<file path="src/rtl/crc_step_pkg.sv">
package crc_step_pkg;
  localparam int CRC_W   = 32;
  localparam int BYTE_W  = 8;
  localparam int OP_W    = 4;
  localparam int N_KINDS = 4;
  localparam int LO_LSB  = 0;
  localparam int HI_LSB  = 8;

  typedef enum logic [1:0] {
    KIND_CRC8   = 2'd0,
    KIND_CRC16A = 2'd1,
    KIND_CRC16B = 2'd2,
    KIND_CRC32  = 2'd3
  } crc_kind_e;

  typedef struct packed {
    logic      legal;
    logic      hi_byte;
    crc_kind_e kind;
  } op_dec_t;

  function automatic int kind_width(input int k);
    case (k)
      0:       return 8;
      1, 2:    return 16;
      default: return 32;
    endcase
  endfunction

  function automatic logic [CRC_W-1:0] kind_poly(input int k);
    case (k)
      0:       return 32'h0000_0007;
      1:       return 32'h0000_8005;
      2:       return 32'h0000_1021;
      default: return 32'h04C1_1DB7;
    endcase
  endfunction

  // The state is left-aligned in a 32-bit frame, so one loop serves every width.
  function automatic logic [CRC_W-1:0] fold_byte(input int width,
                                                 input logic [CRC_W-1:0] poly,
                                                 input logic [CRC_W-1:0] acc,
                                                 input logic [BYTE_W-1:0] b);
    logic [CRC_W-1:0] s;
    logic [CRC_W-1:0] p;
    s = acc << (CRC_W - width);
    p = poly << (CRC_W - width);
    s = s ^ {b, {(CRC_W-BYTE_W){1'b0}}};
    for (int i = 0; i < BYTE_W; i++) begin
      s = s[CRC_W-1] ? ((s << 1) ^ p) : (s << 1);
    end
    return s >> (CRC_W - width);
  endfunction
endpackage

</file>
<file path="src/rtl/crc_op_decode.sv">
module crc_op_decode
  import crc_step_pkg::*;
(
  input  logic [OP_W-1:0] op,
  output op_dec_t         dec
);
  always_comb begin
    dec.legal   = op[3];
    dec.hi_byte = op[2];
    dec.kind    = crc_kind_e'(op[1:0]);
  end
endmodule

</file>
<file path="src/rtl/crc_fold_lane.sv">
module crc_fold_lane
  import crc_step_pkg::*;
#(
  parameter int               WIDTH = 32,
  parameter logic [CRC_W-1:0] POLY  = 32'h04C1_1DB7
) (
  input  logic [CRC_W-1:0]  acc,
  input  logic [BYTE_W-1:0] din,
  output logic [CRC_W-1:0]  res
);
  always_comb res = fold_byte(WIDTH, POLY, acc, din);
endmodule

</file>
<file path="src/rtl/crc_result_reg.sv">
module crc_result_reg
  import crc_step_pkg::*;
(
  input  logic             clk,
  input  logic             rst,
  input  logic             load,
  input  logic [CRC_W-1:0] d_crc,
  input  logic             d_illegal,
  output logic             q_valid,
  output logic [CRC_W-1:0] q_crc,
  output logic             q_illegal
);
  always_ff @(posedge clk) begin
    if (rst) begin
      q_valid   <= 1'b0;
      q_crc     <= '0;
      q_illegal <= 1'b0;
    end else begin
      q_valid <= load;
      if (load) begin
        q_crc     <= d_crc;
        q_illegal <= d_illegal;
      end
    end
  end

  a_r7_valid_follows: assert property (@(posedge clk) disable iff (rst)
    load |=> q_valid);
  a_r7_no_spurious: assert property (@(posedge clk) disable iff (rst)
    !load |=> !q_valid);
  a_r8_hold_idle: assert property (@(posedge clk) disable iff (rst)
    !load |=> ($stable(q_crc) && $stable(q_illegal)));
  a_r9_reset_clear: assert property (@(posedge clk)
    rst |=> (!q_valid && q_crc == '0 && !q_illegal));
endmodule

</file>
<file path="src/rtl/crc_step_unit.sv">
module crc_step_unit
  import crc_step_pkg::*;
(
  input  logic             clk,
  input  logic             rst,
  input  logic             in_valid,
  input  logic [OP_W-1:0]  in_op,
  input  logic [CRC_W-1:0] in_acc,
  input  logic [CRC_W-1:0] in_data,
  output logic             out_valid,
  output logic [CRC_W-1:0] out_crc,
  output logic             out_illegal
);
  op_dec_t           dec;
  logic [BYTE_W-1:0] fold_in;
  logic [CRC_W-1:0]  lane_res [N_KINDS];
  logic [CRC_W-1:0]  next_crc;
  logic              next_illegal;

  crc_op_decode u_dec (.op(in_op), .dec(dec));

  always_comb fold_in = dec.hi_byte ? in_data[HI_LSB +: BYTE_W] : in_data[LO_LSB +: BYTE_W];

  generate
    for (genvar k = 0; k < N_KINDS; k++) begin : g_lane
      crc_fold_lane #(
        .WIDTH(kind_width(k)),
        .POLY (kind_poly(k))
      ) u_lane (
        .acc(in_acc),
        .din(fold_in),
        .res(lane_res[k])
      );
    end
  endgenerate

  always_comb begin
    next_illegal = !dec.legal;
    next_crc     = dec.legal ? lane_res[dec.kind] : in_acc;
  end

  crc_result_reg u_reg (
    .clk      (clk),
    .rst      (rst),
    .load     (in_valid),
    .d_crc    (next_crc),
    .d_illegal(next_illegal),
    .q_valid  (out_valid),
    .q_crc    (out_crc),
    .q_illegal(out_illegal)
  );

  // non-CRC codes pass the accumulator through and flag it
  a_r6_illegal_passthru: assert property (@(posedge clk) disable iff (rst)
    (in_valid && !in_op[3]) |=> (out_illegal && out_crc == $past(in_acc)));
  a_r6_legal_clear: assert property (@(posedge clk) disable iff (rst)
    (in_valid && in_op[3]) |=> !out_illegal);
  a_r5_crc8_upper_zero: assert property (@(posedge clk) disable iff (rst)
    (in_valid && in_op[3] && in_op[1:0] == 2'd0) |=> (out_crc[CRC_W-1:8] == '0));
  a_r4_crc16_upper_zero: assert property (@(posedge clk) disable iff (rst)
    (in_valid && in_op[3] && (in_op[1:0] == 2'd1 || in_op[1:0] == 2'd2))
      |=> (out_crc[CRC_W-1:16] == '0));
  a_r3_crc32_zero_in: assert property (@(posedge clk) disable iff (rst)
    (in_valid && in_op == 4'hB && in_acc == '0 && in_data[7:0] == 8'h00)
      |=> (out_crc == '0));
endmodule

</file>
<file path="config.mk">
export PLATFORM = sky130hd
export DESIGN_NAME = crc_step_unit
export DESIGN_NICKNAME = d
export VERILOG_FILES = /design/src/rtl/crc_step_pkg.sv /design/src/rtl/crc_op_decode.sv /design/src/rtl/crc_fold_lane.sv /design/src/rtl/crc_result_reg.sv /design/src/rtl/crc_step_unit.sv
export SDC_FILE = /design/constraint.sdc
export NUM_CORES = 1
export LEC_CHECK = 0
export CORE_MARGIN = 3
export CORE_UTILIZATION = 43
export DETAILED_ROUTE_END_ITERATION = 6
export GPL_TIMING_DRIVEN = 0
export PLACE_DENSITY = 0.78
export REMOVE_ABC_BUFFERS = 1
export SYNTH_ARGS = -nofsm -noshare
export SYNTH_HDL_FRONTEND = slang
export SYNTH_SLANG_ARGS = --single-unit
</file>
<file path="constraint.sdc">
create_clock -name clk -period 2.78 [get_ports clk]
set_input_delay 0.834 -clock clk [delete_from_list [all_inputs] [get_ports clk]]
set_output_delay 0.834 -clock clk [all_outputs]
set_load 0.01 [all_outputs]
</file>
-- Yosys cells after proc, flatten, opt, wreduce, memory -nomap -nowiden
Index checks and enable logic that the tools add are counted.
Widths: inputs -> output; s select.
- magnitude comparators: 1
- multiplexer cells: 37
- bitwise logic cells: 36
- reduce and logical (&&, ||, !) cells: 1
- operators with widths (cell ; count):
    $mux 27 ; 16
    $mux 32 ; 11
    $mux 29 ; 8
    $not 14->14 ; 8
    $xor 32x32->32 ; 3
    $not 3->3 ; 24
    $bmux 32 s2 ; 1
    $mux 8 ; 1
    $ge 3x3->1 const B ; 1
    $not 2->3 ; 1
    $logic_not 1->1 ; 1
- bits in registers: 34
- bits of input ports: 71
- output and inout port bits: 34
- logic and storage cells: 78

-- Depth between registers and ports, before layout
- depth in word-level cells: 22
- mapped depth: 8
- depth with buffers taken out: 7

-- Cells and area by module
A second synthesis with hierarchy kept.
- cells, all modules: 467
- area, all modules: 5001.0 µm²
- modules (own cells, without submodules) (module ; instances ; cells an instance ; area an instance (µm²) ; sequential area each (µm²)):
    crc_step_unit ; 1 ; 156 ; 1549.0 ; 0.0
    crc_result_reg ; 1 ; 109 ; 1229.9 ; 680.7
    crc_fold_lane (g_lane[3].u_lane) ; 1 ; 65 ; 895.9 ; 0.0
    crc_fold_lane (g_lane[2].u_lane) ; 1 ; 42 ; 511.7 ; 0.0
    crc_fold_lane (g_lane[0].u_lane) ; 1 ; 45 ; 396.6 ; 0.0
    crc_fold_lane (g_lane[1].u_lane) ; 1 ; 46 ; 387.9 ; 0.0
    crc_op_decode ; 1 ; 4 ; 30.0 ; 0.0

-- Worst setup path after synthesis
No wires, ideal clock.
- path type: input port to flip-flop
- from: input in_op[2]
- to: register u_reg.q_crc[0]
- library setup time: 58 ps
- data arrival time: 2917 ps
- required time: 2722 ps
- slack: -195 ps
- stages: 8
- buffers on the path: 1
- path through: buf_6 mux2i_4 xnor2_2 xnor2_4 xnor3_2 xor2_1 a2111oi_2 a211o_1
- longest elaborated chain between the ends: 15
- elaborated cells between the ends (all ways): 38
- classes of those cells: mux: 24; bitwise: 14
- RTL lines (what ; line ; source):
    start, declared ; crc_step_unit.sv:7 ; input logic [OP_W-1:0] in_op,
    $mux 8 * ; crc_step_unit.sv:22 ; always_comb fold_in = dec.hi_byte ? in_data[HI_LSB +: BYTE_W] : in_data[LO_LSB +: BYTE_W];
    $xor 32x32->32 ; crc_step_pkg.sv:48 ; s = s ^ {b, {(CRC_W-BYTE_W){1'b0}}};
    $mux 32 / $not 3->3 (equally long branches) (6 in a row) ; - ;
    $not 3->3 (no line) / $mux 32 (equally long branches) ; - ;
    $mux 32 (2 in a row) ; crc_step_pkg.sv:50 ; s = s[CRC_W-1] ? ((s << 1) ^ p) : (s << 1);
    $bmux 32 s2 * ; crc_step_unit.sv:39 ; next_crc = dec.legal ? lane_res[dec.kind] : in_acc;
    $mux 32 (not written as such) * (2 in a row) ; crc_step_unit.sv:39 ;
    $mux 32 * ; crc_step_unit.sv:39 ;
    end signal, assigned ; crc_result_reg.sv:21 ; q_crc <= d_crc;
    end, declared ; crc_result_reg.sv:10 ; output logic [CRC_W-1:0] q_crc,
Mark *: on every way between the ends. The rest lies on a longest branch, timed or not. The select of a mux whose other input is x is not followed.
A chain may end at the register's enable or synchronous reset.

-- Worst setup path in the final report
- from: input in_acc[14]
- to: register u_reg.q_crc[7]
- longest elaborated chain between the ends: 14
- elaborated cells between the ends (all ways): 18
- classes of those cells: mux: 16; bitwise: 2
- RTL lines (what ; line ; source):
    start, declared ; crc_step_unit.sv:8 ; input logic [CRC_W-1:0] in_acc,
    $xor 32x32->32 * ; crc_step_pkg.sv:48 ;
    $not 3->3 (no line) ; - ;
    $mux 32 (8 in a row) ; crc_step_pkg.sv:50 ;
    $bmux 32 s2 * ; crc_step_unit.sv:39 ;
    $mux 32 (not written as such) * (2 in a row) ; crc_step_unit.sv:39 ;
    $mux 32 * ; crc_step_unit.sv:39 ;
Marked as above.

==> flow_summary.toml <==
[clocking]
cts-root-buf = "clkbuf_8"
cts_buffer_depth = 2
cts.sinks = 34
ctsHtreeMaxLevel = 2
numCtsBuffers = 5
clock_latency_ps = 300
clkSlewWorstSetupHoldPaths_ps = 70
tritoncts = "done"

[status]
outcome = "finished, violations left"
violations = "negative setup slack"

[sta]
worst_pin_slew_ps = 1250
worst_slack_ps = -83.7
setup_viol = 3
max_clock_freq_mhz = 349
post-route-period-util_pct = 103
finalHoldViolations = 0
clock_skew_ps = 0
maxSlewHeadroom_pct = 16.7
period_needed_ps = 2860
timing.final.max_slew_violations = 0

[pwr]
p_leak_uw = 0.00209
p_per_area_nw_per_um2 = 566
finalPower_uw = 3030
max-vdd-ir-drop_mv = 0.285

[yosys]
yosysUniqueCellTypes = 50
yosys-top-cells-count = "xnor2_1 (78), dfxtp_1 (34), xor2_1 (26), nand2_1 (21), a22oi_1 (20)"
synth_most_common_cell = "xnor2_1"
synth_edf_count = 0
synth_cells = 344
yosys_warnings = 0
yosysTopAreaCellShare_pct = 21.2
synth.avg_cell_area_um2 = 9.38
synth_ff_type = "dfxtp_1"
async_flop_share_pct = 0
synth_area_um2 = 3230
synth_top_area_cell = "xnor2_1"
yosysSeqAreaShare_pct = 21.1
synth_seq_cells = 34
synth_area_leaders = "xnor2_1 (21%), dfxtp_1 (21%), xnor2_2 (7.6%)"

[critical_path]
worst_ep_required_time_ps = 2920
endpoint = "u_reg.q_crc[7]$_SDFFE_PP0P_"
reg2reg_from = "u_reg.q_crc[15]$_SDFFE_PP0P_"
max_stage_delay_ps = 640
crit_type = "input pin to flop"
reg2regPathDepth = 4
cp_slowest_cell = "clkdlybuf4s50_1"
critical_path.startpoint = "in_acc[14]"
r2r-end = "u_reg.q_crc[15]$_SDFFE_PP0P_"
cp-end-kind = "flop"
startpoint_type = "input pin"
crit_path_cell_trace = "clkdlybuf4s50_1, xnor2_4, xnor2_4, buf_4, xnor2_1, mux4_2, nand3_1, o21ai_1"
cp.arrival_ps = 3010
worstPathMaxFanout = 4
crit_path_frequent_cell = "xnor2_4"
timing.reg2reg.setup_slack_ps = 1710

[die]
fp.dieArea_um2 = 8580
io-pin-count = 105
core_area_um2 = 7020
rows = 30
initial_core_util_pct = 46.0
die_w_um = 92.6
die_y_um = 92.6

[route]
ant_nets = 0
routedWlPerCell_um = 24.1
via_per_inst = 6.12
drt_iter0_markers = 424
vias = 3561
drt_wl_total_um = 14000
drc_errors = 0
first_pass_iters = 5

[global_routing]
grt_pass1_wl_um = 19000
grt_max_degree = 31
antenna_found_initial = 0
grt_pass1_vias = 3385
track_usage_pct = 28.7
grt_overflow = 0

[worst_hold_path]
worstHoldPathType = "flop to flop"
worstHoldPathCells = 2

[place]
gp_congestion = 0.878
place_inst = 510
dpl.hpwl_um = 7590
numPortBuffers = 88

[cells_and_area]
drive_gt1_share_pct = 30.0
area_delta_synth_final_pct = 66.2
nets = 557
fin_cells = 582
final_util_pct = 76.4
n_antenna_cell = 0

[run]
max-cap-violations = 0
-- cells in the final DEF (no fill, tap or decap), drive strengths merged, types with 3 or more instances in the layout --
master         Yosys  final
a2111oi            4      4
a211o              3      3
a211oi             4      4
a21oi              8      8
a22oi             20     20
buf                5     65
clkbuf            13      9
clkdlybuf4s50      0     62
dfxtp             34     34
dlygate4sd2        0     12
dlymetal6s2s       0      9
inv                7      6
mux2i              8      8
mux4               3      3
nand2             21     21
nand3              6      6
nor2              16     16
nor3               4      4
o211ai             3      3
o21a               3      3
o21ai             15     15
o22ai             19     19
xnor2             96     96
xnor3              3      3
xor2              26     26
-- through the flow --
step / worst slack, ps / hold slack, ps / setup TNS [ps] / cell area, µm²
final: -83.7 / 463 / -190 / 5360
after global routing: -127 / 486 / -420 / 5360
after CTS: -45.5 / 471 / -80.8 / 4990
after detailed placement: -1640 / 452 / -43880 / 4150
after global placement: -1640 / 440 / -42190 / 4150
after floorplan: -14.5 / 474 / -14.5 / 3150
-- cell families after synthesis --
| kind of cell | after synthesis | synth area share [%] |
|---|---|---|
| xor+xnor | 125 | 40.5 |
| compound gates | 96 | 21.1 |
| simple gates | 52 | 6.83 |
| flops | 34 | 21.1 |
| buf+inv | 26 | 3.30 |
| mux | 11 | 7.14 |
-- worst min path at each step --
stage                                       from                            to  slack, ps
detailed placement  u_reg.q_crc[12]$_SDFFE_PP0P_  u_reg.q_crc[12]$_SDFFE_PP0P_        450
floorplan           u_reg.q_illegal$_SDFFE_PP0P_  u_reg.q_illegal$_SDFFE_PP0P_        470
global placement     u_reg.q_crc[2]$_SDFFE_PP0P_   u_reg.q_crc[2]$_SDFFE_PP0P_        440
CTS                 u_reg.q_crc[12]$_SDFFE_PP0P_  u_reg.q_crc[12]$_SDFFE_PP0P_        470
global route         u_reg.q_crc[0]$_SDFFE_PP0P_   u_reg.q_crc[0]$_SDFFE_PP0P_        490
finish              u_reg.q_crc[11]$_SDFFE_PP0P_  u_reg.q_crc[11]$_SDFFE_PP0P_        460
-- report_power, final --
group / switching (µW) / total, µW / internal, µW
sequential: 25.8 / 555 / 529
clock: 213 / 501 / 287
combinational: 971 / 1980 / 1010
total: 1210 / 3030 / 1820
-- worst max-delay path: cells and delay by family --
kind                   cells  cell delay (ps)
XOR/XNOR                   3              620
AO/OA/AOI/OAI              1               90
AND/OR/NAND/NOR            1              110
buffers and inverters      2              820
multiplexers               1              530
-- sequential cells by signal, summed over array words and instances, names as in the netlist --
signal	flops
u_reg.q_illegal	1
u_reg.q_valid	1
u_reg.q_crc	32
-- timing repair --
action	CTS	global route
pin swaps	22	22
endpoints found under the setup margin	33	29
buffers inserted	38	26
endpoints found under the hold margin	0	0
hold buffers	0	0
resized for setup	75	36
gates cloned	1	0
-- layer usage --
layer	track usage [%]	routed length [µm]	up-vias
met1	37.8	5240	1704
li1	-	-	1521
met4	10.1	838	0
met5	0	0	-
met2	47.3	6670	258
met3	5.04	1290	78
-- cell type report --
class                      count  area [µm²]
clock inverter                 1        30.0
timing repair buffer         152        1440
fill                         450        1660
inverter                       8        35.0
timing repair inverter         1        5.00
tap                           96         120
sequential                    34         681
multi-input combinational    284        2960
clock buffer                   6        82.6
(Power assumes the default switching activity.)
